### config.mk
export PLATFORM = sky130hd
export DESIGN_NAME = tap_port
export DESIGN_NICKNAME = d
export VERILOG_FILES = /design/src/rtl/tap_pkg.sv /design/src/rtl/tap_fsm.sv /design/src/rtl/tap_ir.sv /design/src/rtl/tap_dr.sv /design/src/rtl/tap_port.sv
export SDC_FILE = /design/constraint.sdc
export NUM_CORES = 1
export LEC_CHECK = 0
export ABC_AREA = 1
export BUFFER_PORTS_ARGS = -buffer_cell sky130_fd_sc_hd__buf_4
export CAP_MARGIN = 20
export CORE_ASPECT_RATIO = 0.5
export CORE_UTILIZATION = 50
export DETAILED_ROUTE_END_ITERATION = 16
export PLACE_DENSITY = 0.78
export SETUP_SLACK_MARGIN = 0.05
export SLEW_MARGIN = 20
export SYNTH_ARGS = -nofsm -noshare
export SYNTH_HDL_FRONTEND = slang
export SYNTH_SLANG_ARGS = --single-unit
### constraint.sdc
create_clock -name tck -period 1.61 [get_ports tck]
set_input_delay 0.0805 -clock tck [delete_from_list [all_inputs] [get_ports tck]]
set_output_delay 0.0805 -clock tck [all_outputs]
set_load 0.005 [all_outputs]
### src/rtl/tap_pkg.sv
package tap_pkg;

  typedef enum logic [3:0] {
    ST_TLR    = 4'd0,
    ST_RTI    = 4'd1,
    ST_SEL_DR = 4'd2,
    ST_CAP_DR = 4'd3,
    ST_SH_DR  = 4'd4,
    ST_EX1_DR = 4'd5,
    ST_PA_DR  = 4'd6,
    ST_EX2_DR = 4'd7,
    ST_UPD_DR = 4'd8,
    ST_SEL_IR = 4'd9,
    ST_CAP_IR = 4'd10,
    ST_SH_IR  = 4'd11,
    ST_EX1_IR = 4'd12,
    ST_PA_IR  = 4'd13,
    ST_EX2_IR = 4'd14,
    ST_UPD_IR = 4'd15
  } tap_state_e;

  // successor in the scan state graph for a given mode-select bit
  function automatic tap_state_e tap_next(input tap_state_e cur, input logic m);
    tap_state_e n;
    case (cur)
      ST_TLR:    n = m ? ST_TLR    : ST_RTI;
      ST_RTI:    n = m ? ST_SEL_DR : ST_RTI;
      ST_SEL_DR: n = m ? ST_SEL_IR : ST_CAP_DR;
      ST_CAP_DR: n = m ? ST_EX1_DR : ST_SH_DR;
      ST_SH_DR:  n = m ? ST_EX1_DR : ST_SH_DR;
      ST_EX1_DR: n = m ? ST_UPD_DR : ST_PA_DR;
      ST_PA_DR:  n = m ? ST_EX2_DR : ST_PA_DR;
      ST_EX2_DR: n = m ? ST_UPD_DR : ST_SH_DR;
      ST_UPD_DR: n = m ? ST_SEL_DR : ST_RTI;
      ST_SEL_IR: n = m ? ST_TLR    : ST_CAP_IR;
      ST_CAP_IR: n = m ? ST_EX1_IR : ST_SH_IR;
      ST_SH_IR:  n = m ? ST_EX1_IR : ST_SH_IR;
      ST_EX1_IR: n = m ? ST_UPD_IR : ST_PA_IR;
      ST_PA_IR:  n = m ? ST_EX2_IR : ST_PA_IR;
      ST_EX2_IR: n = m ? ST_UPD_IR : ST_SH_IR;
      ST_UPD_IR: n = m ? ST_SEL_DR : ST_RTI;
      default:   n = ST_TLR;
    endcase
    return n;
  endfunction

endpackage

### src/rtl/tap_fsm.sv
module tap_fsm
  import tap_pkg::*;
(
  input  logic       tck,
  input  logic       rst_n,
  input  logic       port_en,
  input  logic       tms,
  output tap_state_e state
);

  tap_state_e state_d;

  always_comb begin
    if (!port_en) state_d = ST_TLR;
    else          state_d = tap_next(state, tms);
  end

  always_ff @(posedge tck or negedge rst_n) begin
    if (!rst_n) state <= ST_TLR;
    else        state <= state_d;
  end

endmodule

### src/rtl/tap_ir.sv
module tap_ir
  import tap_pkg::*;
#(
  parameter int              IR_W       = 4,
  parameter logic [IR_W-1:0] IR_CAPTURE = 1,
  parameter logic [IR_W-1:0] IR_RESET   = '1
) (
  input  logic            tck,
  input  logic            rst_n,
  input  tap_state_e      state,
  input  logic            tdi,
  output logic [IR_W-1:0] instr,
  output logic            sr_lsb
);

  logic [IR_W-1:0] sr_q, sr_d;
  logic            sr_en;
  logic [IR_W-1:0] instr_d;
  logic            instr_en;

  always_comb begin
    sr_en = 1'b0;
    sr_d  = sr_q;
    if (state == ST_CAP_IR) begin
      sr_en = 1'b1;
      sr_d  = IR_CAPTURE;
    end else if (state == ST_SH_IR) begin
      sr_en = 1'b1;
      sr_d  = {tdi, sr_q[IR_W-1:1]};
    end
  end

  always_comb begin
    instr_en = 1'b0;
    instr_d  = instr;
    if (state == ST_TLR) begin
      instr_en = 1'b1;
      instr_d  = IR_RESET;
    end else if (state == ST_UPD_IR) begin
      instr_en = 1'b1;
      instr_d  = sr_q;
    end
  end

  always_ff @(posedge tck or negedge rst_n) begin
    if (!rst_n)     sr_q <= '0;
    else if (sr_en) sr_q <= sr_d;
  end

  always_ff @(posedge tck or negedge rst_n) begin
    if (!rst_n)        instr <= IR_RESET;
    else if (instr_en) instr <= instr_d;
  end

  assign sr_lsb = sr_q[0];

endmodule

### src/rtl/tap_dr.sv
module tap_dr
  import tap_pkg::*;
#(
  parameter int              IR_W         = 4,
  parameter int              ID_W         = 32,
  parameter logic [ID_W-1:0] ID_VALUE     = 32'h1A5C_703F,
  parameter logic [IR_W-1:0] INSTR_IDCODE = 4'hE,
  parameter logic [IR_W-1:0] INSTR_EXT    = 4'h8
) (
  input  logic            tck,
  input  logic            rst_n,
  input  tap_state_e      state,
  input  logic [IR_W-1:0] instr,
  input  logic            tdi,
  input  logic            ext_tdo,
  output logic            dr_lsb
);

  localparam logic [ID_W-1:0] ID_CAPTURE = {ID_VALUE[ID_W-1:1], 1'b1};

  logic sel_id, sel_ext, sel_bp;
  logic cap_en, sh_en;

  assign sel_id  = (instr == INSTR_IDCODE);
  assign sel_ext = (instr == INSTR_EXT);
  assign sel_bp  = !sel_id && !sel_ext;
  assign cap_en  = (state == ST_CAP_DR);
  assign sh_en   = (state == ST_SH_DR);

  logic            bp_q, bp_d, bp_en;
  logic [ID_W-1:0] id_q, id_d;
  logic            id_en;

  always_comb begin
    bp_en = sel_bp && (cap_en || sh_en);
    bp_d  = cap_en ? 1'b0 : tdi;
    id_en = sel_id && (cap_en || sh_en);
    id_d  = cap_en ? ID_CAPTURE : {tdi, id_q[ID_W-1:1]};
  end

  always_ff @(posedge tck or negedge rst_n) begin
    if (!rst_n)     bp_q <= 1'b0;
    else if (bp_en) bp_q <= bp_d;
  end

  always_ff @(posedge tck or negedge rst_n) begin
    if (!rst_n)     id_q <= '0;
    else if (id_en) id_q <= id_d;
  end

  always_comb begin
    if (sel_id)       dr_lsb = id_q[0];
    else if (sel_ext) dr_lsb = ext_tdo;
    else              dr_lsb = bp_q;
  end

endmodule

### src/rtl/tap_port.sv
module tap_port
  import tap_pkg::*;
#(
  parameter int              IR_W         = 4,
  parameter int              ID_W         = 32,
  parameter logic [ID_W-1:0] ID_VALUE     = 32'h1A5C_703F,
  parameter logic [IR_W-1:0] IR_CAPTURE   = 4'h1,
  parameter logic [IR_W-1:0] INSTR_IDCODE = 4'hE,
  parameter logic [IR_W-1:0] INSTR_EXT    = 4'h8,
  parameter logic            TDO_IDLE     = 1'b1
) (
  input  logic            tck,
  input  logic            rst_n,
  input  logic            port_en,
  input  logic            tms,
  input  logic            tdi,
  input  logic            ext_tdo,
  output logic            tdo,
  output logic [IR_W-1:0] instr_out,
  output logic            tlr,
  output logic            run_idle,
  output logic            capture_dr,
  output logic            shift_dr,
  output logic            update_dr
);

  // reset: asserted asynchronously, released on the second rising edge
  logic [1:0] rst_sync_q;
  logic       rst_sync_n;

  always_ff @(posedge tck or negedge rst_n) begin
    if (!rst_n) rst_sync_q <= 2'b00;
    else        rst_sync_q <= {rst_sync_q[0], 1'b1};
  end
  assign rst_sync_n = rst_sync_q[1];

  tap_state_e state;
  logic       ir_lsb;
  logic       dr_lsb;

  tap_fsm u_fsm (
    .tck     (tck),
    .rst_n   (rst_sync_n),
    .port_en (port_en),
    .tms     (tms),
    .state   (state)
  );

  tap_ir #(
    .IR_W       (IR_W),
    .IR_CAPTURE (IR_CAPTURE),
    .IR_RESET   (INSTR_IDCODE)
  ) u_ir (
    .tck    (tck),
    .rst_n  (rst_sync_n),
    .state  (state),
    .tdi    (tdi),
    .instr  (instr_out),
    .sr_lsb (ir_lsb)
  );

  tap_dr #(
    .IR_W         (IR_W),
    .ID_W         (ID_W),
    .ID_VALUE     (ID_VALUE),
    .INSTR_IDCODE (INSTR_IDCODE),
    .INSTR_EXT    (INSTR_EXT)
  ) u_dr (
    .tck     (tck),
    .rst_n   (rst_sync_n),
    .state   (state),
    .instr   (instr_out),
    .tdi     (tdi),
    .ext_tdo (ext_tdo),
    .dr_lsb  (dr_lsb)
  );

  // serial output: selected per state, retimed to the falling edge
  logic tdo_d;

  always_comb begin
    case (state)
      ST_SH_IR: tdo_d = ir_lsb;
      ST_SH_DR: tdo_d = dr_lsb;
      default:  tdo_d = TDO_IDLE;
    endcase
  end

  always_ff @(negedge tck or negedge rst_sync_n) begin
    if (!rst_sync_n) tdo <= TDO_IDLE;
    else             tdo <= tdo_d;
  end

  assign tlr        = (state == ST_TLR);
  assign run_idle   = (state == ST_RTI);
  assign capture_dr = (state == ST_CAP_DR);
  assign shift_dr   = (state == ST_SH_DR);
  assign update_dr  = (state == ST_UPD_DR);

endmodule

==> results by group <==
Routing
  • DR vias: 2121
  • Pre-antenna DRT Iters: 5
  • Vias per inst: 5.67
  • Total wire length: 6530 um
  • Initial DRC Count: 204
  • DRC Markers: 0
  • Post-route ant nets: 0
  • DR WL/cell: 17.4 um

Hold path
  • Worst hold path type: in2reg
  • Hold wc startpoint: tms
  • Worst hold path cell count: 4
  • Min-Delay Endpoint: u_fsm.state[0]

Clock network
  • Clk root buf: clkbuf_8
  • CTS buffer count: 5
  • Clock transition at path regs: 90 ps
  • CTS tree: yes
  • Clk sinks: 48
  • Clk_lat worst skew: 360 ps
  • Clk buf depth: 2
  • H-tree depth: 2

Synthesis
  • Post-Syn Area: 2180 um^2
  • Gate Count Post-Synth: 268
  • Synth Area in Compound Gates: 13.5%
  • Synth Area in Simple Gates: 21.2%
  • Sequential area share after synthesis: 55.3%
  • Mux contribution to synthesized area: 0%
  • Top cell type's share of synthesized area: 50.5%
  • Synth Net Count: 274
  • Yosys top cell by area: dfrtp_1
  • Adder-cell area share of the yosys netlist: 0%
  • Synth area leaders: dfrtp_1, nor2_1, inv_1, nand3_1, nand2_1
  • Largest family of logic cells by synthesized area: simple AND/OR/NAND/NOR gates
  • Syn_area_per_cell: 8.14 um^2
  • XOR/XNOR Fraction of Synth Area: 0%
  • FF+latch count, synth: 48
  • Ys Warns: 0
  • Unique masters post-synth: 22

Critical path
  • Top Family by Delay on Critical Path: simple AND/OR/NAND/NOR gates
  • R2r startpoint: u_ir.instr[3]
  • CP Cell Sequence: inv_2, nor2_4, nand3_2, nand2_1, nand3_1, nand3_1, nand2_1
  • Required @ worst endpoint: 1090 ps
  • R2R Path End: tdo
  • Reg2reg path depth: 7
  • Worst Setup Start Kind: flip-flop
  • Critical path depth in cells: 7
  • WS Path Type: reg2reg
  • Maximum fanout along the worst path: 4
  • Slowest cell on crit path: dfstp_2
  • Critical Path Sink Type: flip-flop
  • Crit-path max cell delay: 550 ps
  • Critical path arrival: 1470 ps
  • CP bufs+invs: 1
  • Worst reg-to-reg setup slack: -380 ps

Power and ir drop
  • Switch Pwr: 1420 uW
  • Pwr Density: 1280 nW/um^2
  • Max VDD drop: 0.993 mV
  • Int Power: 2550 uW
  • Sw Share: 35.8%
  • Leak: 0.00154 uW
  • Clock share of power: 19.9%
  • Sequential share of power: 49.6%
  • Comb power frac: 30.5%
  • Power, Total: 3970 uW

Die
  • I/O pin total: 16
  • Starting Density: 53.9%
  • Die footprint: 4650 um^2
  • Die Ht: 48.7 um
  • Core region area: 4040 um^2
  • Die Wd: 95.4 um
  • Cell Rows: 16

STA
  • Max-slew headroom: 62.5%
  • Post-route setup TNS: -5850 ps
  • Worst Tran Pin Value: 562 ps
  • Slew Viols, Final: 0
  • Worst Slack Setup Final: -377 ps
  • Setup Viol. Count Final: 35
  • Final Hold Fails: 0
  • Skew final: 57.6 ps
  • RSZ-0062 raised after global routing: yes

GRT
  • Largest net degree at the start of global routing: 46
  • Gr ovfl total: 0
  • Total Routing Usage GR: 30.6%
  • Antenna violations before repair: 0
  • First-pass GRT wire length: 10600 um
  • Vias in the first global route: 2168

Placement
  • Dpl hpwl: 2990 um
  • Post-Place Cells: 347
  • Setup WS pre-CTS: -337 ps
  • Port Buffers: 15
  • Gpl congestion: 0.858

Final layout
  • Synth-to-Final Area Change: 42.2%
  • Final Instance Count excl. Fillers: 374
  • Final core utilization: 76.7%
  • Fraction of layout cells with a size suffix above 1: 36.6%
  • Final #Nets: 325
  • Inserted Diodes: 0
  • Fill count: 235

Run status
  • Status: finished with violations
  • Failing checks: negative setup slack

Job
  • Max-cap viol count: 0
synth_stat cells:
cell and number:
o211ai_1 1, nand3_1 29, nor2_1 44, dfstp_2 4, o221ai_1 1, a21oi_1 22
a31oi_1 1, inv_1 41, o21ai_0 12, clkinv_1 1, buf_2 9, nand4_1 2
inv_2 2, a21oi_4 1, o21ai_1 16, o22ai_1 1, clkbuf_1 1, conb_1 1
dfrtp_1 44, nand2_2 1, nor2_2 2, nand2_1 32
tightest hold or removal path, stage by stage:
cell and delay, ps:
buf_4 120, nor2_1 50, nand2_1 50, nand2_1 50
power groups by stage:
stage               Clock, uW  Sequential, uW  Combinational (uW)
floorplan                7.77            1870                 572
global placement         7.77            1900                 736
detailed placement       7.77            1910                 780
CTS                       783            1900                1050
global route              846            2000                1340
finish                    790            1970                1210
worst max path at each step:
| stage | from | endpoint |
|---|---|---|
| global route | u_fsm.state[3] | tdo |
| finish | u_ir.instr[3] | tdo |
| global placement | u_ir.instr[3] | tdo |
| detailed placement | u_ir.instr[3] | tdo |
| CTS | u_ir.instr[3] | tdo |
| floorplan | u_ir.instr[3] | tdo |
cells in the final DEF (no fill, tap or decap), types with 2 or more instances in the layout:
master / instances
a21oi_1: 6
a21oi_2: 15
a21oi_4: 2
buf_16: 6
buf_4: 32
buf_6: 13
clkbuf_8: 6
clkinv_4: 2
dfrtp_1: 43
dfstp_2: 4
dlygate4sd3_1: 2
inv_1: 39
inv_2: 3
nand2_1: 29
nand2_2: 3
nand3_1: 25
nand3_2: 3
nand4_1: 2
nor2_1: 40
nor2_2: 3
nor2_4: 3
o21ai_0: 8
o21ai_1: 3
o21ai_2: 15
o21ai_4: 2
metal layers:
| layer | wire length, um | share of wire (%) | global-route usage [%] | vias to the layer above |
|---|---|---|---|---|
| met5 | 0 | 0 | 0 | - |
| met2 | 3090 | 47 | 49.3 | 126 |
| met4 | 136 | 2.1 | 11.9 | 0 |
| met1 | 2800 | 43 | 40.1 | 1021 |
| li1 | - | - | - | 955 |
| met3 | 501 | 7.7 | 7.55 | 19 |
cells by family after synthesis:
group           after synthesis
flops                        48
simple gates                110
buf+inv                      54
other cells                   1
compound gates               55
stage by stage:
| stage | area [um^2] | hold slack [ps] |
|---|---|---|
| 2_1_floorplan | 2200 | -215 |
| 3_3_place_gp | 2500 | -133 |
| 3_5_place_dp | 2500 | -133 |
| 4_1_cts | 3050 | 51.2 |
| 5_1_grt | 3100 | 76.8 |
| 6_report | 3100 | 74.1 |
sequential cells by signal (all words and copies together) (netlist names):
signal,flops
tdo,1
rst_sync_q,2
u_dr.id_q,32
u_dr.bp_q,1
u_fsm.state,4
u_ir.sr_q,4
u_ir.instr,4
area by class of cell:
type / count / area, um^2 / share of cell area [%]
flip-flops and latches: 48 / 1210 / 38.9
repair buffers: 54 / 587 / 18.9
clock buffers: 7 / 86.3 / 2.78
well taps: 54 / 67.6 / 2.18
inverters: 43 / 169 / 5.45
clock inverters: 2 / 12.5 / 0.403
multi-input cells: 166 / 972 / 31.3
what timing repair did:
action	CTS	global route
hold buffers	2	0
hold endpoints to repair	4	0
setup buffers	13	2
setup endpoints to repair	36	43
cloned	6	0
resized for setup	53	24
pin swaps	6	2
No activity file was read; power rests on OpenSTA's default activity.
